==> config.mk <==
export PLATFORM = sky130hd
export DESIGN_NAME = perf_event_counter
export DESIGN_NICKNAME = d
export VERILOG_FILES = /design/src/rtl/pec_pkg.sv /design/src/rtl/pec_ctrl.sv /design/src/rtl/pec_datapath.sv /design/src/rtl/perf_event_counter.sv
export SDC_FILE = /design/constraint.sdc
export NUM_CORES = 1
export LEC_CHECK = 0
export ABC_CLOCK_PERIOD_IN_PS = 3500
export BUFFER_PORTS_ARGS = -buffer_cell sky130_fd_sc_hd__buf_2
export CORE_MARGIN = 5
export CORE_UTILIZATION = 35
export CTS_BUF_LIST = sky130_fd_sc_hd__clkbuf_8
export DETAILED_ROUTE_END_ITERATION = 7
export PLACE_DENSITY = 0.6
export SLEW_MARGIN = 20
export SYNTH_ARGS = -nofsm -noshare
export SYNTH_HDL_FRONTEND = slang
export SYNTH_HIERARCHICAL = 1
export SYNTH_SLANG_ARGS = --single-unit
==> constraint.sdc <==
create_clock -name clk -period 3.5 [get_ports clk]
set_clock_uncertainty 0.1 [all_clocks]
set_input_delay 0.35 -clock clk [delete_from_list [all_inputs] [get_ports clk]]
set_output_delay 0.35 -clock clk [all_outputs]
set_load 0.05 [all_outputs]
==> src/rtl/pec_pkg.sv <==
package pec_pkg;
  localparam int EVT_W  = 3;
  localparam int OCC_W  = EVT_W + 1;
  localparam int THR_W  = 8;
  localparam int PRIV_W = 2;

  typedef struct packed {
    logic             userEn;
    logic             kernEn;
    logic             invert;
    logic             edgeDet;
    logic             anyThread;
    logic [THR_W-1:0] thresh;
  } pecCfg_t;

  // control -> datapath strobes
  typedef struct packed {
    logic [OCC_W-1:0] incAmt;
    logic             loadNow;
    logic             clrOvf;
  } pecStrobe_t;
endpackage

==> src/rtl/pec_ctrl.sv <==
module pec_ctrl
  import pec_pkg::*;
(
  input  logic              clk,
  input  logic              rst_n,
  input  logic              cfgWrEn,
  input  pecCfg_t           cfgIn,
  input  logic              globalEn,
  input  logic [EVT_W-1:0]  evtCount,
  input  logic [EVT_W-1:0]  siblingCount,
  input  logic [PRIV_W-1:0] privLevel,
  input  logic              loadEn,
  input  logic              ovfClr,
  output pecStrobe_t        strobe,
  output logic              cfgError
);
  pecCfg_t          cfgQ;
  logic             prevQual;
  logic [OCC_W-1:0] occ;
  logic             privOk;
  logic             threshZero;
  logic             cfgBad;
  logic             meetsThresh;
  logic             qualNow;
  logic             active;
  logic [OCC_W-1:0] rawInc;

  always_ff @(posedge clk or negedge rst_n) begin
    if (!rst_n) cfgQ <= '0;
    else if (cfgWrEn) cfgQ <= cfgIn;
  end

  always_comb begin
    if (cfgQ.anyThread) occ = {1'b0, evtCount} + {1'b0, siblingCount};
    else                occ = {1'b0, evtCount};
  end

  assign privOk      = (privLevel == '0) ? cfgQ.kernEn : cfgQ.userEn;
  assign threshZero  = (cfgQ.thresh == '0);
  assign cfgBad      = cfgQ.edgeDet & threshZero;
  assign meetsThresh = ({{(THR_W-OCC_W){1'b0}}, occ} >= cfgQ.thresh);
  assign qualNow     = privOk & (threshZero ? (occ != '0) : (meetsThresh ^ cfgQ.invert));
  assign active      = globalEn & ~cfgWrEn & ~cfgBad;

  always_comb begin
    if (threshZero)        rawInc = privOk ? occ : '0;
    else if (cfgQ.edgeDet) rawInc = {{(OCC_W-1){1'b0}}, qualNow & ~prevQual};
    else                   rawInc = {{(OCC_W-1){1'b0}}, qualNow};
  end

  always_ff @(posedge clk or negedge rst_n) begin
    if (!rst_n)                    prevQual <= 1'b0;
    else if (globalEn && !cfgWrEn) prevQual <= qualNow;
    else                           prevQual <= 1'b0;
  end

  assign strobe.incAmt  = active ? rawInc : '0;
  assign strobe.loadNow = loadEn;
  assign strobe.clrOvf  = ovfClr;
  assign cfgError       = cfgBad;

  assert_err_blocks_R7: assert property (@(posedge clk) disable iff (!rst_n)
    cfgError |-> (strobe.incAmt == '0));

  assert_edge_once_R5: assert property (@(posedge clk) disable iff (!rst_n)
    (cfgQ.edgeDet && strobe.incAmt != '0) |=> (strobe.incAmt == '0));

  assert_kernel_gate_R1: assert property (@(posedge clk) disable iff (!rst_n)
    (privLevel == '0 && !cfgQ.kernEn) |-> (strobe.incAmt == '0));

  assert_write_quiet_R11: assert property (@(posedge clk) disable iff (!rst_n)
    cfgWrEn |-> (strobe.incAmt == '0));
endmodule

==> src/rtl/pec_datapath.sv <==
module pec_datapath
  import pec_pkg::*;
#(
  parameter int CNT_W = 48
) (
  input  logic             clk,
  input  logic             rst_n,
  input  pecStrobe_t       strobe,
  input  logic [CNT_W-1:0] loadValue,
  output logic [CNT_W-1:0] count,
  output logic             overflow
);
  localparam int PAD_W = CNT_W - OCC_W;

  logic [CNT_W:0] sum;
  logic           wrapNow;

  assign sum     = {1'b0, count} + {1'b0, {PAD_W{1'b0}}, strobe.incAmt};
  assign wrapNow = ~strobe.loadNow & sum[CNT_W];

  always_ff @(posedge clk or negedge rst_n) begin
    if (!rst_n)              count <= '0;
    else if (strobe.loadNow) count <= loadValue;
    else                     count <= sum[CNT_W-1:0];
  end

  always_ff @(posedge clk or negedge rst_n) begin
    if (!rst_n) overflow <= 1'b0;
    else        overflow <= (overflow & ~strobe.clrOvf) | wrapNow;
  end

  assert_ovf_sticky_R9: assert property (@(posedge clk) disable iff (!rst_n)
    (overflow && !strobe.clrOvf) |=> overflow);

  assert_load_wins_R8: assert property (@(posedge clk) disable iff (!rst_n)
    strobe.loadNow |=> (count == $past(loadValue)));

  assert_hold_idle_R10: assert property (@(posedge clk) disable iff (!rst_n)
    (strobe.incAmt == '0 && !strobe.loadNow) |=> $stable(count));
endmodule

==> src/rtl/perf_event_counter.sv <==
module perf_event_counter
  import pec_pkg::*;
#(
  parameter int CNT_W = 48
) (
  input  logic              clk,
  input  logic              rst_n,
  input  logic              cfgWrEn,
  input  logic              cfgUserEn,
  input  logic              cfgKernEn,
  input  logic              cfgInvert,
  input  logic              cfgEdge,
  input  logic              cfgAnyThread,
  input  logic [THR_W-1:0]  cfgThresh,
  input  logic              globalEn,
  input  logic [EVT_W-1:0]  evtCount,
  input  logic [EVT_W-1:0]  siblingCount,
  input  logic [PRIV_W-1:0] privLevel,
  input  logic              loadEn,
  input  logic [CNT_W-1:0]  loadValue,
  input  logic              ovfClr,
  output logic [CNT_W-1:0]  count,
  output logic              overflow,
  output logic              cfgError
);
  pecCfg_t    cfgIn;
  pecStrobe_t strobe;

  assign cfgIn = '{userEn: cfgUserEn, kernEn: cfgKernEn, invert: cfgInvert,
                   edgeDet: cfgEdge, anyThread: cfgAnyThread, thresh: cfgThresh};

  pec_ctrl u_ctrl (
    .clk          (clk),
    .rst_n        (rst_n),
    .cfgWrEn      (cfgWrEn),
    .cfgIn        (cfgIn),
    .globalEn     (globalEn),
    .evtCount     (evtCount),
    .siblingCount (siblingCount),
    .privLevel    (privLevel),
    .loadEn       (loadEn),
    .ovfClr       (ovfClr),
    .strobe       (strobe),
    .cfgError     (cfgError)
  );

  pec_datapath #(.CNT_W(CNT_W)) u_datapath (
    .clk       (clk),
    .rst_n     (rst_n),
    .strobe    (strobe),
    .loadValue (loadValue),
    .count     (count),
    .overflow  (overflow)
  );
endmodule

Word level (Yosys, flattened, before mapping)

Cells that the tools add are included.

Bits in registers: 63
Output and inout port bits: 50

Add/sub/neg operators: 2
$lt $le $gt $ge: 1
Mux-type cells: 9
Bitwise operators: 14
Reductions and logical operators: 5

Operators with widths:

| kind                         | count |
|---|---|
| adder 48 x 4 -> 49 bit       | 1 |
| 2-to-1 mux 48 bit            | 1 |
| 2-to-1 mux 4 bit             | 4 |
| >= comparator 4 x 8 -> 1 bit | 1 |
| zero test 8 bit              | 1 |
| AND 1 bit                    | 7 |
| NOT 1 bit                    | 5 |
| adder 3 x 3 -> 4 bit         | 1 |
| 2-to-1 mux 1 bit             | 4 |
| nonzero test 4 bit           | 1 |
| zero test 2 bit              | 1 |
| logical AND 1 bit            | 1 |
| zero test 1 bit              | 1 |
| bitwise OR 1 bit             | 1 |
| XOR 1 bit                    | 1 |

Depth between registers and ports, before layout

Gate-level depths: netlist of run 1.

Depth after elaboration: 13
Mapped depth: 17
Gate-level depth less buffers: 17

Hierarchy

Netlist of run 1, hierarchy kept.

Modules (own cells, without submodules):

| module       | times used | cells an instance | area each (µm²) | sequential area each (µm²) |
|---|---|---|---|---|
| pec_datapath | 1          | 321               | 2,966.6         | 1,226.2 |
| pec_ctrl     | 1          | 84                | 920.9           | 350.3 |

Least setup slack after synthesis of run 1

No wires, ideal clock.

Kind: input -> register
Start: input evtCount[0]
End: register u_datapath.count[19]
Library setup time: 125 ps
Arrival time: 3,953 ps
Slack: -678 ps
Stages on the path: 15
Path buffers: 1
Cell sequence: ha_1 -> fa_1 -> mux2_2 -> ha_1 -> a2111oi_4 -> nor2_1 -> a41o_1 -> o32ai_2 -> ha_1 -> a21oi_1 -> o22ai_1 -> clkbuf_1 -> nand4_1 -> xnor2_1 -> mux2_2

RTL lines:

| item                 | RTL line                 | RTL |
|---|---|---|
| from (decl)          | perf_event_counter.sv:16 | `input logic [EVT_W-1:0] evtCount,` |
| to (signal assigned) | pec_datapath.sv:23       | `else if (strobe.loadNow) count <= loadValue;` |
| to (signal assigned) | pec_datapath.sv:24       | `else count <= sum[CNT_W-1:0];` |
| to (decl)            | pec_datapath.sv:10       | `output logic [CNT_W-1:0] count,` |

==> impl_metrics.ini, run 1 <==
[sta]
max_freq_mhz = 269.4
fin_setup_tns_ns = -5.803
hold_viol_final = 0
maxSlewViolCount = 0
finalCritPeriodShare = 1.061
relSlewSlack = 0.3716
period_needed_ns = 3.713
rsz0062_at_grt = true
setup_viol = 41
worst_pin_slew_ns = 0.9416
worst_slack_ns = -0.2125

[route]
drc = 0
avgRoutedWirePerCell_um = 16.26
vias = 3691
ant_nets = 0
firstDrtPassIters = 4
wirelength_um = 11400
drtIter0Drc = 138
routed_via_density = 5.265

[clock_tree]
cts_htree_levels = 3
cts_tree = done
clockBufferDepth = 2
insertion_delay_ns = 0.35
cts.sinks = 63
path_clk_slew_ns = 0.08
cts_buffers = 9
postCtsHoldBufs = 0
cts_root_buffer = clkbuf_8

[worst_setup_path]
critPathKind = in -> reg
cp-end-kind = flop
cp_max_fo = 6
startpoint_type = input port
required_ns = 3.63
crit_arrival_ns = 3.84

[synth]
avgSynthCellArea_um2 = 9.599
async_reset_ff_frac = 1.000
syn_inst = 405
synth_seq_area_share = 0.4055
synthTopCellsByCount = dfrtp_1 (63), nand2_1 (50), o21ai_0 (26)
synth_cell_types = 56
syn-cell-area_um2 = 3887
synth_edf_count = 0
synthesis.nets = 493
synth_top_area_frac = 0.4055
synthTopCellsByArea = dfrtp_1 (41%), mux2_2 (6.4%), xnor2_1 (5.4%), nand2_1 (4.8%), nand4_1 (4.0%)
yosysMostFrequentCell = dfrtp_1
ys.flop_type = dfrtp_1
ys_ff_latch = 63
netlist.top_cell.by_area = dfrtp_1
yosysWarningCount = 6

[hold_path]
holdCritPathClass = in -> async

[power]
ir_drop_uv = 190.5
seqPwrFrac = 0.417
p_total_w = 0.002144
power_density_nw_per_um2 = 398.8
p_int_w = 0.001358
power.switching_w = 0.0007860
swShare = 0.3666
p_comb_frac = 0.279
leakagePower_nw = 2.349
power_frac_clock = 0.304

[grt]
grt_max_degree = 56
grt_pass1_vias = 3760
grt_pass1_wl_um = 18260
gr-total-overflow = 0
grt.total_usage = 0.1733
grt_antenna_before_repair = 0

[finish]
final_cells = 701
fill_cells = 1066
layout.nets = 644
fin_util = 0.4960
final_cell_area_um2 = 5376
area_growth_pct = 38.30
layout-drive-gt1-share = 0.4367
diodes = 0

[run_status]
outcome = finished, violations left
failed_checks = setup timing

[place]
gp_congestion = 0.7812
placed_area_um2 = 4952
dp_cells = 676
dp_hpwl_um = 8531
portBuffers = 124

[die]
fp-row-count = 38
start_util = 0.3586
die_area_um2 = 13310
die_h_um = 115.4
core_area_um2 = 10840
pin_count = 125
fp.dieW_um = 115.4

[flow_run]
cap_violations = 0
[cell usage in the layout, fill, tap and decap left out, drive strengths merged, types with 2 or more instances in the layout]
master	Yosys	routed
buf	4	157
dfrtp	63	63
nand2	51	51
o21ai	29	29
nand4	28	28
xnor2	24	24
mux2	22	22
nor2	20	20
nand3	14	14
nor3	14	14
nor2b	12	12
inv	11	11
clkbuf	14	11
ha	11	11
nor4	10	10
a21oi	8	8
or4	8	8
xor2	7	7
a31oi	6	6
and3	4	4
a221o	4	4
mux2i	4	4
o31ai	4	4
or3	4	4
clkinv	0	3
a22oi	3	3
and4	3	3
clkinvlp	0	2
a21o	2	2
o32ai	2	2
fa	2	2
a211o	2	2
and2	2	2
[metrics by stage]
| step | worst slack (ns) | hold slack [ns] |
|---|---|---|
| global placement | -0.5723 | 0.3867 |
| global route | -0.3673 | 0.06879 |
| detailed placement | -0.7040 | 0.3928 |
| finish | -0.2125 | 0.03415 |
| floorplan | -0.4145 | -0.04559 |
| CTS | -0.2535 | 0.05142 |
[worst paths after layout]
check / from / to / slack (ns) / depth (start not counted)
worst max-delay path: evtCount[0] / u_datapath/count[40] / -0.21 / 16
worst min-delay path: rst_n / u_datapath/count[44] / 0.03 / 1
worst max register to register: u_ctrl/cfgQ[8] / u_datapath/count[40] / -0.13 / 14
worst min register to register: u_ctrl/cfgQ[11] / u_ctrl/cfgQ[11] / 0.41 / 1
max in group asynchronous: rst_n / u_datapath/count[27] / 2.38 / 2
min in group clk: ovfClr / u_datapath/overflow / 0.07 / 2
[worst max-delay path, cell delays in order]
cell	delay [ns]
buf_8	0.10
ha_4	0.15
fa_2	0.43
mux2_4	0.29
ha_4	0.22
a2111oi_4	0.30
nor2_1	0.07
a41o_1	0.25
o32ai_2	0.20
ha_2	0.24
fa_2	0.21
a21o_1	0.14
a32o_2	0.22
nand4_4	0.17
buf_6	0.20
a221o_1	0.30
[registers in the layout (all words and copies together), names as in the netlist]
signal and flops:
u_datapath/count 48, u_ctrl/cfgQ 13, u_ctrl/prevQual 1, u_datapath/overflow 1
[power groups by stage]
stage                     sequential (W)  clock (W)  combinational [W]
final                           0.000895   0.000651           0.000598
after global placement          0.000903          0           0.000578
after global routing            0.000908   0.000702           0.000648
after floorplan                  0.00108          0           0.000224
after CTS                       0.000894   0.000665           0.000596
after detailed placement        0.000907          0           0.000587
[cells by family (layout without fill, tap and decap cells)]
family | count (synthesis) | after routing | share of synthesized area
simple gates | 175 | 175 | 0.2562
compound gates | 68 | 68 | 0.1181
flops | 63 | 63 | 0.4055
xor+xnor | 31 | 31 | 0.06984
buf+inv | 29 | 185 | 0.03058
mux | 26 | 26 | 0.07403
fa+ha+maj | 13 | 13 | 0.04570
[layer usage]
metal	GRT usage	routed length, um	up-vias
met4	0.05399	201	0
met2	0.2809	5386	100
li1	-	-	1793
met5	0	0	-
met3	0.04316	689	17
met1	0.2283	5120	1781
[timing repair]
item	in CTS	in global routing
pin swaps	9	8
gates cloned	0	1
buffers inserted	6	2
resized for setup	21	14
setup endpoints to repair	42	45
[area by class of cell]
class	count	area, um^2	area share
timing repair buffer	158	975.9	0.1815
tap	140	175.2	0.03258
multi-input combinational	313	2410	0.4482
clock inverter	6	60.06	0.01117
sequential	63	1577	0.2932
inverter	11	41.29	0.007680
clock buffer	10	137.6	0.02560
No activity file was read; power rests on OpenSTA's default activity.
==> run 2, diff against run 1 <==
--- a/config.mk
+++ b/config.mk
@@ -7,7 +7,7 @@
 export LEC_CHECK = 0
 export ABC_CLOCK_PERIOD_IN_PS = 3500
 export BUFFER_PORTS_ARGS = -buffer_cell sky130_fd_sc_hd__buf_2
-export CORE_MARGIN = 5
+export CORE_MARGIN = 3
 export CORE_UTILIZATION = 35
 export CTS_BUF_LIST = sky130_fd_sc_hd__clkbuf_8
 export DETAILED_ROUTE_END_ITERATION = 7
==> run 2 against run 1 <==
Sequential cell count stayed put. First-iteration DRC count is 2.2% lower. The flow still finishes with violations (setup timing). Highest routed layer unchanged. Hold slack better by 0.053 ns. Non-clock buffer count is 13 higher. Utilization is 3.0 points higher. Largest cell class unchanged. Critical path type unchanged.
==> impl_metrics.ini, run 2 (synthesis gave the netlist of run 1 again) <==
[worst_setup_path]
crit_arrival_ns = 3.96
r2r_end = u_datapath/count[22]
critPathKind = in -> reg
cp-end-kind = flop
cp_max_fo = 5
required_ns = 3.61
r2r_slack_ns = -0.28
rr_startpoint = u_ctrl/cfgQ[8]
startpoint_type = input port
reg2reg_depth = 16

[power]
power_density_nw_per_um2 = 394.4
swShare = 0.3574
leakagePower_nw = 2.475
power.switching_w = 0.0007833
p_comb_frac = 0.282
p_int_w = 0.001408
ir_drop_uv = 190.1
seqPwrFrac = 0.410
power_frac_clock = 0.309

[grt]
gr-total-overflow = 0
grt_pass1_vias = 3726
grt.total_usage = 0.1891
grt_antenna_before_repair = 0
grt_pass1_wl_um = 19050
grt_max_degree = 74

[sta]
setup_viol = 43
maxSlewViolCount = 0
max_freq_mhz = 260.0
rsz0062_at_grt = true
period_needed_ns = 3.846
relSlewSlack = 0.5208
worst_slack_ns = -0.3462
finalCritPeriodShare = 1.099
worst_pin_slew_ns = 0.7135
hold_viol_final = 0

[clock_tree]
cts_tree = done
clockBufferDepth = 2
cts_root_buffer = clkbuf_8
cts_buffers = 9
insertion_delay_ns = 0.35
path_clk_slew_ns = 0.07
cts.sinks = 63
cts_htree_levels = 3

[route]
routed_via_density = 5.270
vias = 3742
firstDrtPassIters = 4
ant_nets = 0
drtIter0Drc = 135
wirelength_um = 11650
drc = 0
avgRoutedWirePerCell_um = 16.40

[die]
die_h_um = 111.4
core_area_um2 = 10560
start_util = 0.3683
fp-row-count = 37
fp.dieW_um = 111.4
die_area_um2 = 12410
pin_count = 125

[hold_path]
holdCritPathClass = in -> reg
holdPathStages = 2
hold_end = u_datapath/overflow
hp-start = ovfClr

[finish]
area_growth_pct = 42.94
regMostFlops = u_datapath/count
diodes = 0
final_cell_mix = buf_2 (121), dfrtp_1 (63), nand2_1 (48)
layout.nets = 657
fin_util = 0.5264
final_common_cell = buf_2
reg_top3 = u_datapath/count: 48 flops, u_ctrl/cfgQ: 13 flops
layout-drive-gt1-share = 0.4530
largest_register_ffs = 48
final_cell_area_um2 = 5557

[place]
dp_hpwl_um = 8398
gp_congestion = 0.8173
placed_area_um2 = 4962
portBuffers = 124

[run_status]
outcome = finished, violations left
failed_checks = setup timing

[flow_run]
cap_violations = 0
## run 2: worst max-delay path, cell delays in order
cell and delay [ns]:
buf_8 0.10, ha_4 0.15, fa_2 0.43, mux2_4 0.29
ha_4 0.22, a2111oi_4 0.30, o21ai_1 0.14, a21oi_2 0.18
o32ai_2 0.11, ha_2 0.20, fa_2 0.39, a21o_1 0.18
buf_4 0.14, a32oi_4 0.25, clkbuf_16 0.21, nor3_2 0.04
xnor2_1 0.18, o21ai_1 0.09
## run 2: timing repair
action | 4_1_cts | 5_1_grt
cloned | 1 | 1
gates resized for setup | 25 | 16
pin swaps | 16 | 17
hold buffers | 0 | 1
endpoints found under the setup margin | 41 | 45
endpoints found under the hold margin | 0 | 45
setup buffers | 6 | 11
## run 2: final cells by class
cell class	instances	area (um^2)
Tap cell	136	170.2
Fill cell	967	4999
Inverter	11	41.29
Clock buffer	12	165.2
Clock inverter	4	43.79
Timing Repair Buffer	171	1084
Multi-Input combinational cell	313	2476
Sequential cell	63	1577
## run 2: power by group through the flow
stage                     Clock (W)  Combinational [W]  Sequential [W]
after floorplan                   0           0.000224         0.00108
after global placement            0           0.000579        0.000904
after detailed placement          0           0.000587        0.000907
after CTS                  0.000701           0.000602        0.000896
after global routing       0.000734           0.000664        0.000912
final                      0.000677           0.000617        0.000898
## run 2: worst max path at each step
stage | start | end | slack [ns] | depth (start not counted)
after floorplan | evtCount[0] | u_datapath/count[38] | -0.41 | 15
after global placement | evtCount[0] | u_datapath/count[46] | -0.57 | 18
after detailed placement | evtCount[0] | u_datapath/count[46] | -0.66 | 18
after CTS | evtCount[0] | u_datapath/count[46] | -0.24 | 16
after global routing | evtCount[0] | u_datapath/count[34] | -0.43 | 18
final | evtCount[0] | u_datapath/count[22] | -0.35 | 18
## run 2: metrics by stage
| stage | setup TNS, ns | std cells | total power, W | setup slack [ns] | hold slack [ns] |
|---|---|---|---|---|---|
| after global routing | -14.03 | 710 | 0.002310 | -0.4304 | 0.07060 |
| final | -8.881 | 710 | 0.002192 | -0.3462 | 0.08723 |
| after detailed placement | -23.58 | 674 | 0.001495 | -0.6633 | 0.3930 |
| after global placement | -20.85 | 674 | 0.001483 | -0.5700 | 0.3860 |
| after floorplan | -8.719 | 405 | 0.001300 | -0.4145 | -0.04559 |
| after CTS | -5.745 | 697 | 0.002199 | -0.2404 | 0.06613 |
## run 2: metal layers
metal / vias to the layer above / wire (um) / track usage
met2: 110 / 5444 / 0.2931
met5: - / 0 / 0
met1: 1802 / 5307 / 0.2612
li1: 1814 / - / -
met3: 16 / 680 / 0.04130
met4: 0 / 213 / 0.06813
